--- config.mk ---
export PLATFORM = sky130hd
export DESIGN_NAME = useq_ctrl
export DESIGN_NICKNAME = d
export VERILOG_FILES = /design/src/rtl/useq_pkg.sv /design/src/rtl/useq_rst_sync.sv /design/src/rtl/useq_step_ctr.sv /design/src/rtl/useq_urom.sv /design/src/rtl/useq_flags.sv /design/src/rtl/useq_ctrl.sv
export SDC_FILE = /design/constraint.sdc
export NUM_CORES = 1
export LEC_CHECK = 0
export ABC_AREA = 1
export CORE_ASPECT_RATIO = 1.5
export CORE_MARGIN = 2
export CORE_UTILIZATION = 45
export CTS_CLUSTER_SIZE = 30
export DETAILED_ROUTE_END_ITERATION = 10
export DONT_BUFFER_PORTS = 1
export GPL_TIMING_DRIVEN = 0
export PLACE_DENSITY = 0.59
export SLEW_MARGIN = 20
export SYNTH_ARGS = -nofsm -noshare
export SYNTH_HDL_FRONTEND = slang
export SYNTH_SLANG_ARGS = --single-unit
export TNS_END_PERCENT = 50
--- constraint.sdc ---
create_clock -name clk -period 2.2 [get_ports clk]
set_input_delay 0.44 -clock clk [delete_from_list [all_inputs] [get_ports clk]]
set_output_delay 0.44 -clock clk [all_outputs]
set_load 0.01 [all_outputs]
--- src/rtl/useq_pkg.sv ---
package useq_pkg;
  localparam int IW = 8;

  typedef enum logic [2:0] {
    DS_NONE = 3'd0,
    DS_MEM  = 3'd1,
    DS_ALU  = 3'd2,
    DS_ONE  = 3'd3,
    DS_COND = 3'd4
  } dsrc_e;

  typedef struct packed {
    logic  addr_ip;
    logic  alu_a;
    dsrc_e dsrc;
    logic  ld_ir;
    logic  ld_ip;
    logic  ld_a;
    logic  ld_b;
    logic  ld_flg;
    logic  c_set;
    logic  c_clr;
    logic  done;
  } ucw_t;

  localparam logic [IW-1:0] OP_SETC = 8'h01;
  localparam logic [IW-1:0] OP_CLRC = 8'h02;
  localparam logic [IW-1:0] OP_JREL = 8'h10;
  localparam logic [IW-1:0] OP_LDI  = 8'h20;
  localparam logic [IW-1:0] OP_ADDI = 8'h21;
  localparam logic [IW-3:0] OP_SKIP_HI = 6'b000001;
endpackage

--- src/rtl/useq_rst_sync.sv ---
module useq_rst_sync #(
  parameter int STAGES = 2
) (
  input  logic clk,
  input  logic arst_n,
  output logic srst_n
);
  logic [STAGES-1:0] sh_q;
  logic [STAGES-1:0] sh_d;

  always_comb sh_d = {sh_q[STAGES-2:0], 1'b1};

  always_ff @(posedge clk or negedge arst_n) begin
    if (!arst_n) sh_q <= '0;
    else         sh_q <= sh_d;
  end

  assign srst_n = sh_q[STAGES-1];
endmodule

--- src/rtl/useq_step_ctr.sv ---
module useq_step_ctr #(
  parameter int STEP_W = 3
) (
  input  logic              clk,
  input  logic              rst_n,
  input  logic              done,
  output logic [STEP_W-1:0] step_q
);
  logic [STEP_W-1:0] step_d;

  always_comb begin
    if (done) step_d = '0;
    else      step_d = step_q + STEP_W'(1);
  end

  always_ff @(posedge clk or negedge rst_n) begin
    if (!rst_n) step_q <= '0;
    else        step_q <= step_d;
  end
endmodule

--- src/rtl/useq_urom.sv ---
module useq_urom
  import useq_pkg::*;
#(
  parameter int STEP_W = 3
) (
  input  logic [IW-1:0]     op,
  input  logic [STEP_W-1:0] step,
  output ucw_t              cw
);
  logic is_skip;
  assign is_skip = (op[IW-1:2] == OP_SKIP_HI);

  always_comb begin
    cw = '0;
    if (step == STEP_W'(0)) begin
      cw.addr_ip = 1'b1;
      cw.dsrc    = DS_MEM;
      cw.ld_ir   = 1'b1;
    end else if (step == STEP_W'(1)) begin
      cw.dsrc = DS_ONE;
      cw.ld_b = 1'b1;
    end else if (step == STEP_W'(2)) begin
      cw.dsrc  = DS_ALU;
      cw.ld_ip = 1'b1;
      if (!(is_skip || op == OP_JREL || op == OP_LDI || op == OP_ADDI)) begin
        cw.done  = 1'b1;
        cw.c_set = (op == OP_SETC);
        cw.c_clr = (op == OP_CLRC);
      end
    end else if (is_skip) begin
      if (step == STEP_W'(3)) begin
        cw.dsrc = DS_COND;
        cw.ld_b = 1'b1;
      end else begin
        cw.dsrc  = DS_ALU;
        cw.ld_ip = 1'b1;
        cw.done  = 1'b1;
      end
    end else if (op == OP_JREL) begin
      if (step == STEP_W'(3)) begin
        cw.addr_ip = 1'b1;
        cw.dsrc    = DS_MEM;
        cw.ld_b    = 1'b1;
      end else begin
        cw.dsrc  = DS_ALU;
        cw.ld_ip = 1'b1;
        cw.done  = 1'b1;
      end
    end else if (op == OP_LDI) begin
      if (step == STEP_W'(3)) begin
        cw.addr_ip = 1'b1;
        cw.dsrc    = DS_MEM;
        cw.ld_a    = 1'b1;
      end else if (step == STEP_W'(4)) begin
        cw.dsrc = DS_ONE;
        cw.ld_b = 1'b1;
      end else begin
        cw.dsrc  = DS_ALU;
        cw.ld_ip = 1'b1;
        cw.done  = 1'b1;
      end
    end else if (op == OP_ADDI) begin
      if (step == STEP_W'(3)) begin
        cw.addr_ip = 1'b1;
        cw.dsrc    = DS_MEM;
        cw.ld_b    = 1'b1;
      end else if (step == STEP_W'(4)) begin
        cw.alu_a  = 1'b1;
        cw.dsrc   = DS_ALU;
        cw.ld_a   = 1'b1;
        cw.ld_flg = 1'b1;
      end else if (step == STEP_W'(5)) begin
        cw.dsrc = DS_ONE;
        cw.ld_b = 1'b1;
      end else begin
        cw.dsrc  = DS_ALU;
        cw.ld_ip = 1'b1;
        cw.done  = 1'b1;
      end
    end else begin
      cw.done = 1'b1;
    end
  end
endmodule

--- src/rtl/useq_flags.sv ---
module useq_flags (
  input  logic       clk,
  input  logic       rst_n,
  input  logic       ld,
  input  logic       set_c,
  input  logic       clr_c,
  input  logic       alu_c,
  input  logic       alu_z,
  input  logic [1:0] sel,
  output logic       c_q,
  output logic       z_q,
  output logic       cond
);
  logic c_d;
  logic z_d;

  always_comb begin
    c_d = c_q;
    z_d = z_q;
    if (set_c)      c_d = 1'b1;
    else if (clr_c) c_d = 1'b0;
    else if (ld) begin
      c_d = alu_c;
      z_d = alu_z;
    end
  end

  always_ff @(posedge clk or negedge rst_n) begin
    if (!rst_n) begin
      c_q <= 1'b0;
      z_q <= 1'b0;
    end else begin
      c_q <= c_d;
      z_q <= z_d;
    end
  end

  assign cond = (sel[1] ? z_q : c_q) ^ sel[0];
endmodule

--- src/rtl/useq_ctrl.sv ---
module useq_ctrl
  import useq_pkg::*;
#(
  parameter int STEP_W = 3
) (
  input  logic              clk,
  input  logic              rst_n,
  input  logic [IW-1:0]     bus_lo_i,
  input  logic              alu_c_i,
  input  logic              alu_z_i,
  output logic [IW-1:0]     ir_o,
  output logic [STEP_W-1:0] step_o,
  output logic              addr_ip_o,
  output logic              alu_src_o,
  output logic [2:0]        dsrc_o,
  output logic              ld_ir_o,
  output logic              ld_ip_o,
  output logic              ld_a_o,
  output logic              ld_b_o,
  output logic              cond_o,
  output logic              carry_o,
  output logic              zero_o,
  output logic              end_o
);
  logic              rst_s_n;
  logic [STEP_W-1:0] step_q;
  logic [IW-1:0]     ir_q;
  logic [IW-1:0]     ir_d;
  ucw_t              cw_raw;
  ucw_t              cw;

  useq_rst_sync #(.STAGES(2)) u_rst (
    .clk   (clk),
    .arst_n(rst_n),
    .srst_n(rst_s_n)
  );

  useq_urom #(.STEP_W(STEP_W)) u_rom (
    .op  (ir_q),
    .step(step_q),
    .cw  (cw_raw)
  );

  always_comb cw = rst_s_n ? cw_raw : '0;

  useq_step_ctr #(.STEP_W(STEP_W)) u_step (
    .clk   (clk),
    .rst_n (rst_s_n),
    .done  (cw.done),
    .step_q(step_q)
  );

  always_comb ir_d = cw.ld_ir ? bus_lo_i : ir_q;

  always_ff @(posedge clk or negedge rst_s_n) begin
    if (!rst_s_n) ir_q <= '0;
    else          ir_q <= ir_d;
  end

  useq_flags u_flg (
    .clk  (clk),
    .rst_n(rst_s_n),
    .ld   (cw.ld_flg),
    .set_c(cw.c_set),
    .clr_c(cw.c_clr),
    .alu_c(alu_c_i),
    .alu_z(alu_z_i),
    .sel  (ir_q[1:0]),
    .c_q  (carry_o),
    .z_q  (zero_o),
    .cond (cond_o)
  );

  assign ir_o      = ir_q;
  assign step_o    = step_q;
  assign addr_ip_o = cw.addr_ip;
  assign alu_src_o = cw.alu_a;
  assign dsrc_o    = cw.dsrc;
  assign ld_ir_o   = cw.ld_ir;
  assign ld_ip_o   = cw.ld_ip;
  assign ld_a_o    = cw.ld_a;
  assign ld_b_o    = cw.ld_b;
  assign end_o     = cw.done;
endmodule

Yosys cells after proc, flatten, opt, wreduce, memory -nomap -nowiden
Index checks and enable logic that the tools add are counted.
{"block": "totals", "regBits": 15, "latch_bits": 0, "ramBits": 0, "mem_bits_ro": 0, "input_bits": 12, "out_inout_bits": 24, "word_cells": 93, "memories": 0}
{"block": "classes", "addsub": 1, "n_mul": 0, "div": 0, "order_cmp": 0, "eq_ne": 11, "shifts": 0, "muxes": 67, "bitwise_logic": 3, "n_reduce_logical": 6}
{"cell": "1-bit 2-to-1 mux", "count": 42}
{"cell": "3-bit 2-to-1 mux", "count": 13}
{"cell": "8-bit by 6-bit == test with 1-bit output, second input constant", "count": 2}
{"cell": "2-bit 2-to-1 mux", "count": 7}
{"cell": "13-bit 2-to-1 mux", "count": 1}
{"cell": "8-bit by 1-bit == test with 1-bit output, second input constant", "count": 1}
{"cell": "8-bit by 2-bit == test with 1-bit output, second input constant", "count": 1}
{"cell": "8-bit by 5-bit == test with 1-bit output, second input constant", "count": 1}
{"cell": "4-bit 2-to-1 mux", "count": 2}
{"cell": "7-bit 2-to-1 mux", "count": 1}
{"cell": "3-bit by 2-bit == test with 1-bit output, second input constant", "count": 2}
{"cell": "3-bit == test, second input constant", "count": 2}
{"cell": "6-bit by 1-bit == test with 1-bit output, second input constant", "count": 1}
{"cell": "5-bit 2-to-1 mux", "count": 1}
{"cell": "3-bit by 1-bit adder with 3-bit output, second input constant", "count": 1}
{"cell": "3-bit by 1-bit == test with 1-bit output, second input constant", "count": 1}
{"cell": "3-bit zero test", "count": 1}
{"cell": "1-bit logical OR", "count": 3}
{"cell": "3-bit AND reduction", "count": 1}
{"cell": "3-bit nonzero test", "count": 1}
{"cell": "1-bit inverter", "count": 2}
{"cell": "1-bit XOR", "count": 1}

Depth between registers and ports, before layout
{"block": "logic_depth", "word_depth": 15, "depth_mapped": 11, "ltp_nobuf": 11}

By module
Synthesis repeated with hierarchy kept, for this count alone.
{"block": "unflattened", "cells_unflattened": 191, "area_unflattened_um2": 1134.8}
{"mod": "useq_ctrl", "n_inst": 1, "cells_per_inst": 64, "area_per_inst_um2": 449.2, "seq_area_each_um2": 200.2}
{"mod": "useq_urom", "n_inst": 1, "cells_per_inst": 89, "area_per_inst_um2": 380.4, "seq_area_each_um2": 0.0}
{"mod": "useq_flags", "n_inst": 1, "cells_per_inst": 23, "area_per_inst_um2": 131.4, "seq_area_each_um2": 50.0}
{"mod": "useq_step_ctr", "n_inst": 1, "cells_per_inst": 12, "area_per_inst_um2": 120.1, "seq_area_each_um2": 75.1}
{"mod": "useq_rst_sync", "n_inst": 1, "cells_per_inst": 3, "area_per_inst_um2": 53.8, "seq_area_each_um2": 50.0}

Worst setup path before layout
No wires, ideal clock.
{"block": "synth_path", "kind": "register -> output", "startpoint": "register u_step.step_q[0]", "endpoint": "output end_o", "arrival_time_ns": 1.562, "t_required_ns": 1.760, "slack_ns": 0.198, "path_stages_with_launch": 11, "n_path_buf": 0, "cell_sequence": "dfrtp_1 > ha_1 > ha_1 > inv_1 > nand3_1 > nand3_1 > nand2_1 > clkinv_1 > nand2_2 > nand2_2 > and2_1"}
{"block": "synth_between", "elab_chain_len": 12, "elab_cells_between_ends": 20, "classes_between": "eq/ne (5); mux (14); reduce/logical (1)"}
{"item": "start, declared", "line": "useq_step_ctr.sv:7", "rtl": "output logic [STEP_W-1:0] step_q"}
{"item": "start signal, assigned", "line": "useq_step_ctr.sv:18", "rtl": "else step_q <= step_d;"}
{"item": "3-bit == test", "line": "useq_urom.sv:72", "rtl": "end else if (step == STEP_W'(5)) begin"}
{"item": "1-bit 2-to-1 mux", "line": "useq_urom.sv:72"}
{"item": "1-bit 2-to-1 mux", "line": "useq_urom.sv:67", "rtl": "end else if (step == STEP_W'(4)) begin"}
{"item": "1-bit 2-to-1 mux", "line": "useq_urom.sv:63", "rtl": "if (step == STEP_W'(3)) begin"}
{"item": "1-bit 2-to-1 mux", "line": "useq_urom.sv:62", "rtl": "end else if (op == OP_ADDI) begin"}
{"item": "1-bit 2-to-1 mux", "line": "useq_urom.sv:49", "rtl": "end else if (op == OP_LDI) begin"}
{"item": "1-bit 2-to-1 mux", "line": "useq_urom.sv:39", "rtl": "end else if (op == OP_JREL) begin"}
{"item": "1-bit 2-to-1 mux", "line": "useq_urom.sv:30", "rtl": "end else if (is_skip) begin"}
{"item": "1-bit 2-to-1 mux", "line": "useq_urom.sv:22", "rtl": "end else if (step == STEP_W'(2)) begin"}
{"item": "4-bit 2-to-1 mux", "line": "useq_urom.sv:19", "rtl": "end else if (step == STEP_W'(1)) begin"}
{"item": "7-bit 2-to-1 mux (*)", "line": "useq_urom.sv:15", "rtl": "if (step == STEP_W'(0)) begin"}
{"item": "13-bit 2-to-1 mux (*)", "line": "useq_ctrl.sv:44", "rtl": "always_comb cw = rst_s_n ? cw_raw : '0;"}
{"item": "end, declared", "line": "useq_ctrl.sv:23", "rtl": "output logic end_o"}
Mark *: on every way between the ends. The rest lies on a longest branch, timed or not.

Worst setup path in the final report
{"block": "layout_path", "startpoint": "register u_step.step_q[0]", "endpoint": "output ld_ip_o"}
{"block": "layout_between", "elab_chain_len": 12, "elab_cells_between_ends": 20, "classes_between": "eq/ne (5); mux (14); reduce/logical (1)"}
{"item": "3-bit == test", "line": "useq_urom.sv:72"}
{"item": "1-bit 2-to-1 mux", "line": "useq_urom.sv:72"}
{"item": "1-bit 2-to-1 mux", "line": "useq_urom.sv:67"}
{"item": "2-bit 2-to-1 mux", "line": "useq_urom.sv:63"}
{"item": "4-bit 2-to-1 mux", "line": "useq_urom.sv:62"}
{"item": "3-bit 2-to-1 mux", "line": "useq_urom.sv:49"}
{"item": "1-bit 2-to-1 mux", "line": "useq_urom.sv:39"}
{"item": "1-bit 2-to-1 mux", "line": "useq_urom.sv:30"}
{"item": "1-bit 2-to-1 mux", "line": "useq_urom.sv:22"}
{"item": "2-bit 2-to-1 mux", "line": "useq_urom.sv:19"}
{"item": "7-bit 2-to-1 mux (*)", "line": "useq_urom.sv:15"}
{"item": "13-bit 2-to-1 mux (*)", "line": "useq_ctrl.sv:44"}
{"item": "end, declared", "line": "useq_ctrl.sv:17", "rtl": "output logic ld_ip_o,"}
Marked as above.

==> flow_metrics.tcl <==
set metrics [dict create \
    syn_area_sq_um 1150 \
    coreArea_sq_um 2450 \
    syn_to_final_growth_pct 29.2 \
    postLayoutCoreUtil 0.608 \
    drv_slew 0 \
    critical_path_required_ps 1760 \
    r2r_start "u_step.step_q[2]" \
    r2r_setup_slack_ps 540 \
    cts_max_level 1 \
    design_area_sq_um 1490 \
    wl_um 2990 \
    critPathKind "reg2out" \
    power.density_nw_per_um2 1360 \
    violations "setup timing" \
    viasPerCell 5.33 \
    syn_nets 183 \
    numCtsBuffers 3 \
    crit_arrival_ps 1770 \
    synthArstFlopShare 1.00 \
    wl_per_cell_um 14.7 \
    yosysSeqAreaShare 0.325 \
    drtAntennaViolNets 0 \
    worstPathCellList "ha_4 > buf_6 > nand2_4 > nand2_4 > nand3b_1 > nand2_1 > o21ai_2 > a21oi_2" \
    grt_pass1_wl_um 4860 \
    antenna_found_initial 0 \
    ys_ff_latch 15 \
    overflow 0 \
    die_area_sq_um 2990 \
    ys.flop_type "dfrtp_1" \
    die_y_um 66.0 \
    regArea_sq_um 384 \
    drcViolationCount 0 \
    first_global_vias 1088 \
    hpwlAfterDp_um 2170 \
    row_count 22 \
    clockBufferDepth 2 \
    clk_root_buffer_cell "clkbuf_4" \
    critPathMaxStageDelay_ps 490 \
    dr.pass1.iters 4 \
    cp_max_fo 5 \
    hold_class "reg2async" \
    fill_cells 232 \
    status "finished, violations left" \
    post-route-period-util 1.01 \
    postSynthAreaPerCell_sq_um 6.99 \
    track_usage 0.221 \
    rsz0062_at_grt "true" \
    critPathTopFamily "flip-flops" \
    fin_hold_ws_ps 193 \
    reg2reg_to "u_step.step_q[2]" \
    cts_tree "yes" \
    cap_violations 0 \
    total_power_uw 2030 \
    io_pins 36 \
    critPathLaunchType "flip-flop" \
    crit_top_cell "nand2_4" \
    fmax_mhz 452 \
    clock_latency_ps 300 \
    crit_buf_inv 1 \
    die_width_um 45.3 \
    multi_input_area_sq_um 852 \
    globalplace.congestion 0.854 \
    yosysUniqueCellTypes 25 \
    port_buffers 0 \
    setup_ws_ps -13.4 \
    synth_cells 165 \
    grt_max_degree 19 \
    drtIter0Drc 23 \
    place_worst_setup_slack_ps -23.0 \
    setup_viol 3 \
    antenna_cells 0 \
    start_util 0.471 \
    finalClockSkew_ps 9.32 \
    r2r_cells 11 \
    cts_sinks 15 \
    fin_crit_ps 2210 \
    crit_slowest_cell "dfrtp_2" \
    placed_cell_area_sq_um 1180 \
    leakage_uw 0.000700 \
    hold_viol 0 \
    drive_gt1_frac 0.480 \
    irDropWorstVdd_uv 744 \
    yosys_warnings 0 \
    fin_nets 198 \
    synth_edf_count 0 \
    clkTransAtPathRegs_ps 100 \
    via_count 1083 \
    critPathCaptureType "output port" \
]
## registers in the layout, summed over array words and instances (netlist names)
register and flops:
u_flg.c_q 1, u_rst.sh_q 2, u_step.step_q 3, u_flg.z_q 1, ir_o 8
## area by class of cell
| type | count | share of cell area |
|---|---|---|
| clock buffer | 3 | 0.0151 |
| timing repair buffer | 10 | 0.0546 |
| clock inverter | 1 | 0.00336 |
| multi-input combinational | 123 | 0.572 |
| inverter | 26 | 0.0722 |
| buffer | 1 | 0.00504 |
| tap | 24 | 0.0202 |
| sequential | 15 | 0.258 |
## layer usage
metal	part of all wire	global-route usage
met5	0	0
met4	0.027	0.0809
met3	0.036	0.0219
met2	0.53	0.386
met1	0.40	0.270
## cells in the mapped netlist (2+ instances only)
cell	n	share of area
nand2_2	9	0.049
nor2_1	8	0.026
inv_1	18	0.059
nor2_2	11	0.060
nand2_1	41	0.13
nor2_4	2	0.020
inv_2	6	0.020
clkinv_1	2	0.0065
ha_1	6	0.065
nor3_1	3	0.013
nand3_1	11	0.048
dfrtp_1	15	0.33
o21ai_0	14	0.061
a21oi_1	8	0.035
## kinds of logic after synthesis
kind of cell             after synthesis  synth area share
buffers and inverters                 27            0.0911
adder cells (fa/ha/maj)                6            0.0651
XOR/XNOR                               1           0.00759
AO/OA/AOI/OAI                         25             0.121
flip-flops                            15             0.325
AND/OR/NAND/NOR                       90             0.386
other                                  1           0.00325
## layout by cell type, fill, tap and decap left out, types with 2 or more instances in the layout
cell type  netlist  layout
nand2_2          9      16
ha_1             6       2
nand3_1         11       7
inv_1           18      14
a21oi_1          8       5
nand2_1         41      31
nand2_4          1       4
nor2_4           2       4
dfrtp_2          0       7
ha_4             0       4
dfrtp_1         15       8
inv_4            0       2
a21oi_4          1       2
buf_4            1       9
a21oi_2          0       2
nor2_1           8       7
o21ai_1          1       2
inv_2            6       8
o21ai_0         14      10
o21ai_2          0       3
nand3_2          0       3
clkbuf_4         0       3
nor2_2          11      10
## worst register-to-register path, delay by kind of cell (launching register included)
kind	cells	cell delay [ps]
buffers and inverters	4	370
adders and majority gates	1	180
DFF	1	520
AOI/OAI and AO/OA	1	160
and+or+nand+nor	5	360
## per-stage QoR
step	setup TNS, ps	std cells
5_1_grt	-375	203
3_3_place_gp	-61.3	189
6_report	-24.4	203
4_1_cts	-3.89	199
2_1_floorplan	0	165
3_5_place_dp	-39.7	189
## worst max-delay path by stage
stage	startpoint	endpoint	depth (start not counted)
CTS	u_step.step_q[0]	ld_ip_o	8
global placement	u_step.step_q[0]	ld_ip_o	7
floorplan	u_step.step_q[0]	end_o	10
detailed placement	u_step.step_q[0]	ld_ip_o	7
finish	u_step.step_q[0]	ld_ip_o	8
global route	u_step.step_q[0]	ld_ip_o	8
## repair_timing
action / 4_1_cts / 5_1_grt
hold endpoints to repair: 2 / 0
pin swaps: 6 / 9
buffers inserted: 5 / 4
endpoints found under the setup margin: 9 / 6
gates resized for setup: 39 / 22
hold buffers: 1 / 0
## where the power goes
part | switching, uW | leakage [uW] | internal (uW)
Sequential | 233 | 0.000169 | 391
Combinational | 761 | 0.000514 | 479
Clock | 98.2 | 0.0000177 | 67.8
No activity file was read; power rests on OpenSTA's default activity.
